===== src/rtl/cfu_pkg.sv =====
package cfu_pkg;
  typedef enum logic [1:0] {
    OPC_ADD   = 2'd0,
    OPC_SUB   = 2'd1,
    OPC_LOGIC = 2'd2,
    OPC_MOVE  = 2'd3
  } opc_e;

  typedef struct packed {
    logic n;
    logic z;
    logic c;
    logic v;
  } nzcv_t;

  localparam int NZCV_W = 4;
endpackage


===== src/rtl/cfu_cond_eval.sv =====
module cfu_cond_eval
  import cfu_pkg::*;
(
  input  nzcv_t      flags,
  input  logic [3:0] cond,
  output logic       pass
);
  logic base;
  logic nv_eq;

  assign nv_eq = (flags.n == flags.v);

  // Codes come in pairs; the odd member of each pair is the complement.
  always_comb begin
    unique case (cond[3:1])
      3'd0:    base = flags.z;
      3'd1:    base = flags.c;
      3'd2:    base = flags.n;
      3'd3:    base = flags.v;
      3'd4:    base = flags.c & ~flags.z;
      3'd5:    base = nv_eq;
      3'd6:    base = ~flags.z & nv_eq;
      default: base = 1'b1;
    endcase
    pass = (cond[3:1] == 3'd7) ? 1'b1 : (base ^ cond[0]);
  end
endmodule


===== src/rtl/cfu_flag_next.sv =====
module cfu_flag_next
  import cfu_pkg::*;
#(
  parameter int DATA_W = 32
) (
  input  logic              cur_c,
  input  logic              cur_v,
  input  opc_e              opc,
  input  logic [DATA_W-1:0] res,
  input  logic              cout,
  input  logic              ovf,
  output nzcv_t             nxt
);
  always_comb begin
    nxt.n = res[DATA_W-1];
    nxt.z = (res == '0);
    unique case (opc)
      OPC_ADD: begin
        nxt.c = cout;
        nxt.v = ovf;
      end
      OPC_SUB: begin
        nxt.c = ~cout;
        nxt.v = ovf;
      end
      default: begin
        nxt.c = cur_c;
        nxt.v = cur_v;
      end
    endcase
  end
endmodule


===== src/rtl/cond_flag_unit.sv =====
module cond_flag_unit
  import cfu_pkg::*;
#(
  parameter int DATA_W = 32,
  parameter int STAT_W = 32
) (
  input  logic              clk,
  input  logic              rst,
  input  logic              op_valid_i,
  input  logic [3:0]        cond_i,
  input  logic              set_flags_i,
  input  logic [1:0]        op_class_i,
  input  logic [DATA_W-1:0] alu_res_i,
  input  logic              alu_cout_i,
  input  logic              alu_ovf_i,
  input  logic              fwr_i,
  input  logic [3:0]        fwr_nzcv_i,
  output logic              commit_o,
  output logic [STAT_W-1:0] status_o
);
  localparam int LOW_W = STAT_W - NZCV_W;

  nzcv_t flags_q;
  nzcv_t flags_nxt;
  logic  cond_pass;
  logic  upd_en;
  logic  commit_q;

  cfu_cond_eval u_cond (
    .flags (flags_q),
    .cond  (cond_i),
    .pass  (cond_pass)
  );

  cfu_flag_next #(.DATA_W(DATA_W)) u_next (
    .cur_c (flags_q.c),
    .cur_v (flags_q.v),
    .opc   (opc_e'(op_class_i)),
    .res   (alu_res_i),
    .cout  (alu_cout_i),
    .ovf   (alu_ovf_i),
    .nxt   (flags_nxt)
  );

  assign upd_en = op_valid_i & cond_pass & set_flags_i;

  always_ff @(posedge clk) begin
    if (rst) begin
      flags_q  <= '0;
      commit_q <= 1'b0;
    end else begin
      commit_q <= op_valid_i & cond_pass;
      if (fwr_i)
        flags_q <= nzcv_t'(fwr_nzcv_i);
      else if (upd_en)
        flags_q <= flags_nxt;
    end
  end

  assign commit_o = commit_q;
  assign status_o = {flags_q, {LOW_W{1'b0}}};
endmodule


===== config.mk =====
export PLATFORM = sky130hd
export DESIGN_NAME = cond_flag_unit
export DESIGN_NICKNAME = d
export VERILOG_FILES = /design/src/rtl/cfu_pkg.sv /design/src/rtl/cfu_cond_eval.sv /design/src/rtl/cfu_flag_next.sv /design/src/rtl/cond_flag_unit.sv
export SDC_FILE = /design/constraint.sdc
export NUM_CORES = 1
export LEC_CHECK = 0
export BUFFER_PORTS_ARGS = -buffer_cell sky130_fd_sc_hd__buf_2
export CAP_MARGIN = 5
export CORE_AREA = 2 2 52 54
export DETAILED_ROUTE_END_ITERATION = 10
export DIE_AREA = 0 0 54 56
export PLACE_DENSITY = 0.83
export RECOVER_POWER = 100
export SETUP_SLACK_MARGIN = 0.15
export SYNTH_ARGS = -nofsm -noshare
export SYNTH_HDL_FRONTEND = slang
export SYNTH_HIERARCHICAL = 1
export SYNTH_SLANG_ARGS = --single-unit

===== constraint.sdc =====
create_clock -name clk -period 1.6 [get_ports clk]
set_clock_uncertainty 0.1 [all_clocks]
set_input_delay 0.08 -clock clk [delete_from_list [all_inputs] [get_ports clk]]
set_output_delay 0.08 -clock clk [all_outputs]
set_load 0.1 [all_outputs]

==> summary.txt, run 1 <==
Cells and area
  – Layout cell share with drive strength beyond 1: a little under three fifths
  – Fin util: around 43%
  – Commonest non-fill, non-tap cell in the layout: buf_2
  – Area Overhead vs Synth: 46.8%
  – Final #Nets: 197
  – Fill cell count: 256
  – Post-Layout Cell Count: 177
  – Most frequent cells in the layout: buf_2, conb_1, buf_4, nor4_1
  – Diode count: 0

Route
  – Initial DRC count: 13
  – Drc violations: 0
  – Final wirelength: ~2.0 mm
  – Via count: about 800
  – Drt first pass iters: 4
  – Via/cell ratio: roughly 4.5
  – Antenna Nets Post-Route: 0
  – WL/cell: roughly 11 µm

Worst setup path
  – Worst Path Max Fanout: 6
  – Critical path cell sequence: xnor2_2 > nand3_1 > a21oi_1 > and3b_2 > a31o_4 > a211oi_2
  – Setup CP Type: reg -> reg
  – Data required time of the critical path: about 1.7 ns
  – CP max-delay cell: dfxtp_4
  – Slowest stage delay, CP: around 0.35 ns
  – Crit path DAT: approximately 1.8 ns
  – CP endpoint kind: flip-flop
  – Worst setup SP type: flip-flop

Clock tree
  – Clock insertion delay at the later pin of the skew report: about 0.24 ns
  – Clock-pin slew on the worst setup and hold paths: 0.05 ns
  – H-tree depth: 1
  – # clock sinks: 5
  – TritonCTS clock tree: yes
  – Root buffer cell: clkbuf_4
  – TritonCTS Buffers: 3
  – Deepest clock path buffer count: 2

Yosys
  – Top cell type's share of synthesized area: about 30%
  – FF+latch count, synth: 5
  – Avg Inst Size Synth: approximately 8 µm²
  – Synthesized area: ~710 µm²
  – Area contributors post-synth: buf_4, dfxtp_1, mux2i_1
  – Seq/Total Area, Yosys: between 10% and 20%
  – Synth Instances: 86
  – Synth warnings: 6
  – Cell variety after synth: 25
  – Leading area contributor after synthesis: buf_4

GRT
  – Global route total overflow: 0
  – Met2 usage: around a quarter
  – Largest net degree at the start of global routing: 10
  – Antenna violations before repair: 0
  – Tot GR Track Use: 12.4%
  – Met1 Track Usage GR: 11.7%
  – First-pass GRT wire length: between 2 and 3 mm
  – Vias in the first global route: approximately 730
  – Global routing's busiest layer: met2
  – Met3 Usage GRT: 1.61%

Timing
  – Fmax: roughly 570 MHz
  – Max Slew Vio Count: 0
  – Relative slew slack: between 60% and 70%
  – Final worst slack: -0.146 ns
  – Final Hold Fails: 0
  – Final min period: between 1.5 and 2 ns
  – Final period utilization: 109%
  – Setup-failing EPs final: 4
  – Unrepaired setup endpoints after global routing: yes
  – Worst slew pin tran: ~0.55 ns
  – Final hold slack: ~0.042 ns

Power
  – Leak Pwr: approximately 0.5 nW
  – Pwr dens: about 860 mW/mm²
  – IR drop worst, VDD: approximately 0.00046 V

Run
  – Max capacitance violation total: 0

Floorplan
  – Core area: 0.00243 mm²
  – Row count: 18
  – Die ar.: roughly 0.0030 mm²
  – Ports: slightly above 80
  – Die height: ~56 µm
  – Die X: roughly 54 µm
  – Initial Util: between 20% and 30%

Placement
  – Placed insts: 170
  – Setup slack after placement: -0.115 ns
  – GP Congestion: approximately 0.76
  – Detailed Place HPWL: 1.55 mm
  – PortBufs: 53

Worst hold path
  – Hold Crit Class: in -> reg

Status
  – Failing checks: setup timing
  – Status: finished, violations left
## path summary, 6_finish.rpt
check	cells past startpoint	endpoint	start	slack, ns
worst min-delay path	3	commit_o	op_valid_i	0.04
worst max-delay path	6	status_o[29]	status_o[31]	-0.15
worst min register to register	3	status_o[31]	status_o[31]	0.63
worst max register to register	6	status_o[29]	status_o[31]	-0.15
## cell families after synthesis
kind of cell | count (synthesis) | share of synthesized area (%)
simple gates | 24 | 20.6
xor+xnor | 4 | 4.97
compound gates | 13 | 15.1
flops | 5 | 14.2
other cells | 1 | 0.531
mux | 7 | 10.1
buf+inv | 32 | 34.6
## report_power, final
group | internal, mW | switching [mW]
sequential | 0.136 | 0.0129
clock | 0.0946 | 0.0559
combinational | 0.126 | 0.466
total | 0.357 | 0.535
## synth_stat cells (all sizes together)
cell type	number
mux2	1
a31oi	1
nor4	8
o21ai	1
nor4b	1
a211oi	4
a22oi	1
conb	1
nand2	3
nand4	3
nand3	2
buf	31
and3b	1
mux2i	6
dfxtp	5
nor2	5
a311oi	4
a31o	1
nor2b	1
xor2	2
a21oi	1
inv	1
xnor2	2
## worst max-delay path, delay by kind of cell (launching register included)
kind / cells / cell delay [ns]
simple gates: 2 / 0.40
xor+xnor: 1 / 0.19
compound gates: 3 / 0.61
flops: 1 / 0.35
## per-stage QoR
| step | cell area, µm² | power, mW | TNS [ns] |
|---|---|---|---|
| floorplan | 822 | 0.648 | -0.704 |
| global placement | 922 | 0.691 | -0.175 |
| detailed placement | 922 | 0.696 | -0.379 |
| CTS | 981 | 0.861 | -0.361 |
| global route | 1040 | 0.925 | -0.922 |
| finish | 1040 | 0.892 | -0.486 |
## final cells by class
class	count	area [µm²]	share of cell area (%)
multi-input combinational	76	526	50.7
timing repair buffer	61	328	31.6
sequential	5	115	11.1
tap	30	37.5	3.62
clock buffer	4	26.3	2.54
inverter	1	3.75	0.362
## registers in the layout, summed over array words and instances, names as in the netlist
| name | cells |
|---|---|
| status_o | 4 |
| commit_o | 1 |
## per-layer routing
metal	vias to the layer above	part of all wire (%)
met4	0	1.8
met1	359	34
met3	6	9.5
li1	383	-
met5	-	0
met2	50	55
## what timing repair did
item	CTS	global route
pin swaps	1	1
endpoints found under the hold margin	5	0
resized for setup	5	7
setup buffers	0	2
hold buffers	1	0
endpoints found under the setup margin	5	5
(Power assumes the default switching activity.)
==> run 2, diff against run 1 <==
- SKIP_CTS_REPAIR_TIMING: not set -> 1
==> run 2 against run 1 <==
  * The flow still finishes with violations (setup timing)
  * Clock power is essentially flat
  * Die area unchanged
  * Global-route usage down 0.59 points
  * Total power is 0.95% lower
  * Sequential power barely moved
  * Flip-flop and latch count stayed put
  * Clock-buffer cell count did not move
  * Fmax rose by 0.84%
  * Wire length rose by 0.45%
  * Setup slack gained 0.014 ns
  * Register-to-register slack is essentially flat
  * Critical path type unchanged
  * Highest routed layer unchanged
==> summary.txt, run 2 (same netlist as run 1, synthesis figures left out) <==
Status
  – Status: finished, violations left
  – Failing checks: setup timing

Worst setup path
  – Crit path DAT: roughly 1.8 ns
  – Worst setup SP type: flip-flop
  – Worst Path Max Fanout: 6
  – R2r worst-path depth: 6
  – Buf/Inv on CP: 0
  – CP max-delay cell: dfxtp_4
  – Data required time of the critical path: 1.65 ns
  – CP endpoint kind: flip-flop
  – R2R Path Start: status_o[28]
  – Slowest stage delay, CP: 0.35 ns
  – Reg2reg end: status_o[29]
  – Reg2reg setup slack: -0.13 ns
  – Critical path cell sequence: xnor2_2 > a31oi_2 > a21oi_1 > and3b_2 > a31o_4 > a211oi_2
  – Delay-heaviest family, CP: compound AO/OA/AOI/OAI gates
  – Setup CP Type: reg -> reg

Placement
  – Detailed Place HPWL: approximately 1.6 mm
  – GP Congestion: 0.759
  – PortBufs: 53

Run
  – Max capacitance violation total: 0

Clock tree
  – Root buffer cell: clkbuf_4
  – TritonCTS Buffers: 3
  – Clock insertion delay at the later pin of the skew report: between 0.2 and 0.25 ns
  – TritonCTS clock tree: yes
  – Clock-pin slew on the worst setup and hold paths: roughly 0.04 ns
  – Deepest clock path buffer count: 2
  – H-tree depth: 1
  – # clock sinks: 5

Timing
  – Final worst slack: -0.132 ns
  – Final min period: 1.73 ns
  – Setup TNS: -0.472 ns
  – Final Hold Fails: 0
  – Final period utilization: 108%
  – Fmax: 577 MHz
  – Relative slew slack: 63.7%
  – Setup-failing EPs final: 4
  – Max Slew Vio Count: 0
  – Worst slew pin tran: ~0.55 ns
  – Unrepaired setup endpoints after global routing: yes

Cells and area
  – Area Overhead vs Synth: 44.7%
  – Layout cell share with drive strength beyond 1: between 50% and 60%
  – Diode count: 0
  – Commonest non-fill, non-tap cell in the layout: buf_2
  – Fin util: about two fifths
  – Largest register FFs: 4
  – Most frequent cells in the layout: buf_2, conb_1, nor4_1, buf_4
  – Final #Nets: just under 200
  – Fill cell count: around 260

Floorplan
  – Die X: 54 µm
  – Die ar.: 0.00302 mm²
  – Die height: 56 µm
  – Initial Util: a little under 30%
  – Ports: 82
  – Row count: 18
  – Core area: between 0.002 and 0.0025 mm²

Route
  – Via count: 810
  – Via/cell ratio: 4.60
  – Drc violations: 0
  – Antenna Nets Post-Route: 0
  – Final wirelength: around 2 mm
  – Drt first pass iters: 4
  – WL/cell: approximately 11 µm
  – Initial DRC count: 17

GRT
  – Vias in the first global route: 707
  – Global route total overflow: 0
  – Antenna violations before repair: 0
  – Tot GR Track Use: 11.8%
  – Largest net degree at the start of global routing: 10
  – First-pass GRT wire length: between 2 and 3 mm

Power
  – Pwr dens: 865 mW/mm²
  – IR drop worst, VDD: ~0.00038 V
  – Leak Pwr: ~0.5 nW

Worst hold path
  – Hold Path End: commit_o
  – HP Start: op_valid_i
  – Hold Crit Class: in -> reg
  – Hold Path Depth: 3
==> run 2: cell count changes in the layout (fill, tap and decap cells not counted), sizes merged <==
cell / delta
buf: -1
==> run 2: power by group <==
part / switching [mW] / total [mW] / internal [mW]
registers: 0.0131 / 0.150 / 0.137
clock network: 0.0526 / 0.147 / 0.0943
logic: 0.464 / 0.587 / 0.122
==> run 2: final cells by class <==
class                   instances  area, µm²  share of cell area [%]
inverters                       1       3.75                   0.368
multi-input cells              76        518                    50.7
well taps                      30       37.5                    3.68
repair buffers                 60        320                    31.4
flip-flops and latches          5        115                    11.3
clock buffers                   4       26.3                    2.57
==> run 2: per-layer routing <==
metal / global-route usage, % / routed length, µm / vias to the layer above
met5: 0 / 0 / -
met4: 6.43 / 19 / 0
met3: 1.61 / 206 / 4
met2: 22.6 / 1120 / 56
met1: 11.3 / 656 / 367
li1: - / - / 383
==> run 2: how the worst max path moves through the flow <==
stage,startpoint,end,slack [ns],cells after the start
after floorplan,status_o[29],status_o[28],-0.18,6
after global placement,status_o[31],status_o[30],-0.06,6
after detailed placement,status_o[28],status_o[30],-0.12,6
after CTS,status_o[28],status_o[29],-0.18,6
after global routing,status_o[28],status_o[31],-0.22,6
final,status_o[28],status_o[29],-0.13,6
==> run 2: through the flow <==
stage | power, mW | worst slack, ns | hold slack [ns] | cell area (µm²) | std cells
global placement | 0.691 | -0.0581 | 0.208 | 922 | 170
detailed placement | 0.696 | -0.115 | 0.210 | 922 | 170
global route | 0.916 | -0.219 | 0.0708 | 1020 | 176
CTS | 0.847 | -0.184 | -0.0485 | 948 | 174
finish | 0.883 | -0.132 | 0.0562 | 1020 | 176
floorplan | 0.648 | -0.176 | 0.0430 | 822 | 113
==> run 2: worst register-to-register path: cells and delay by family, from the launching register on <==
family	cells	cell delay, ns
AOI/OAI and AO/OA	4	0.72
xor gates and xnor gates	1	0.19
DFF	1	0.35
and+or+nand+nor	1	0.28
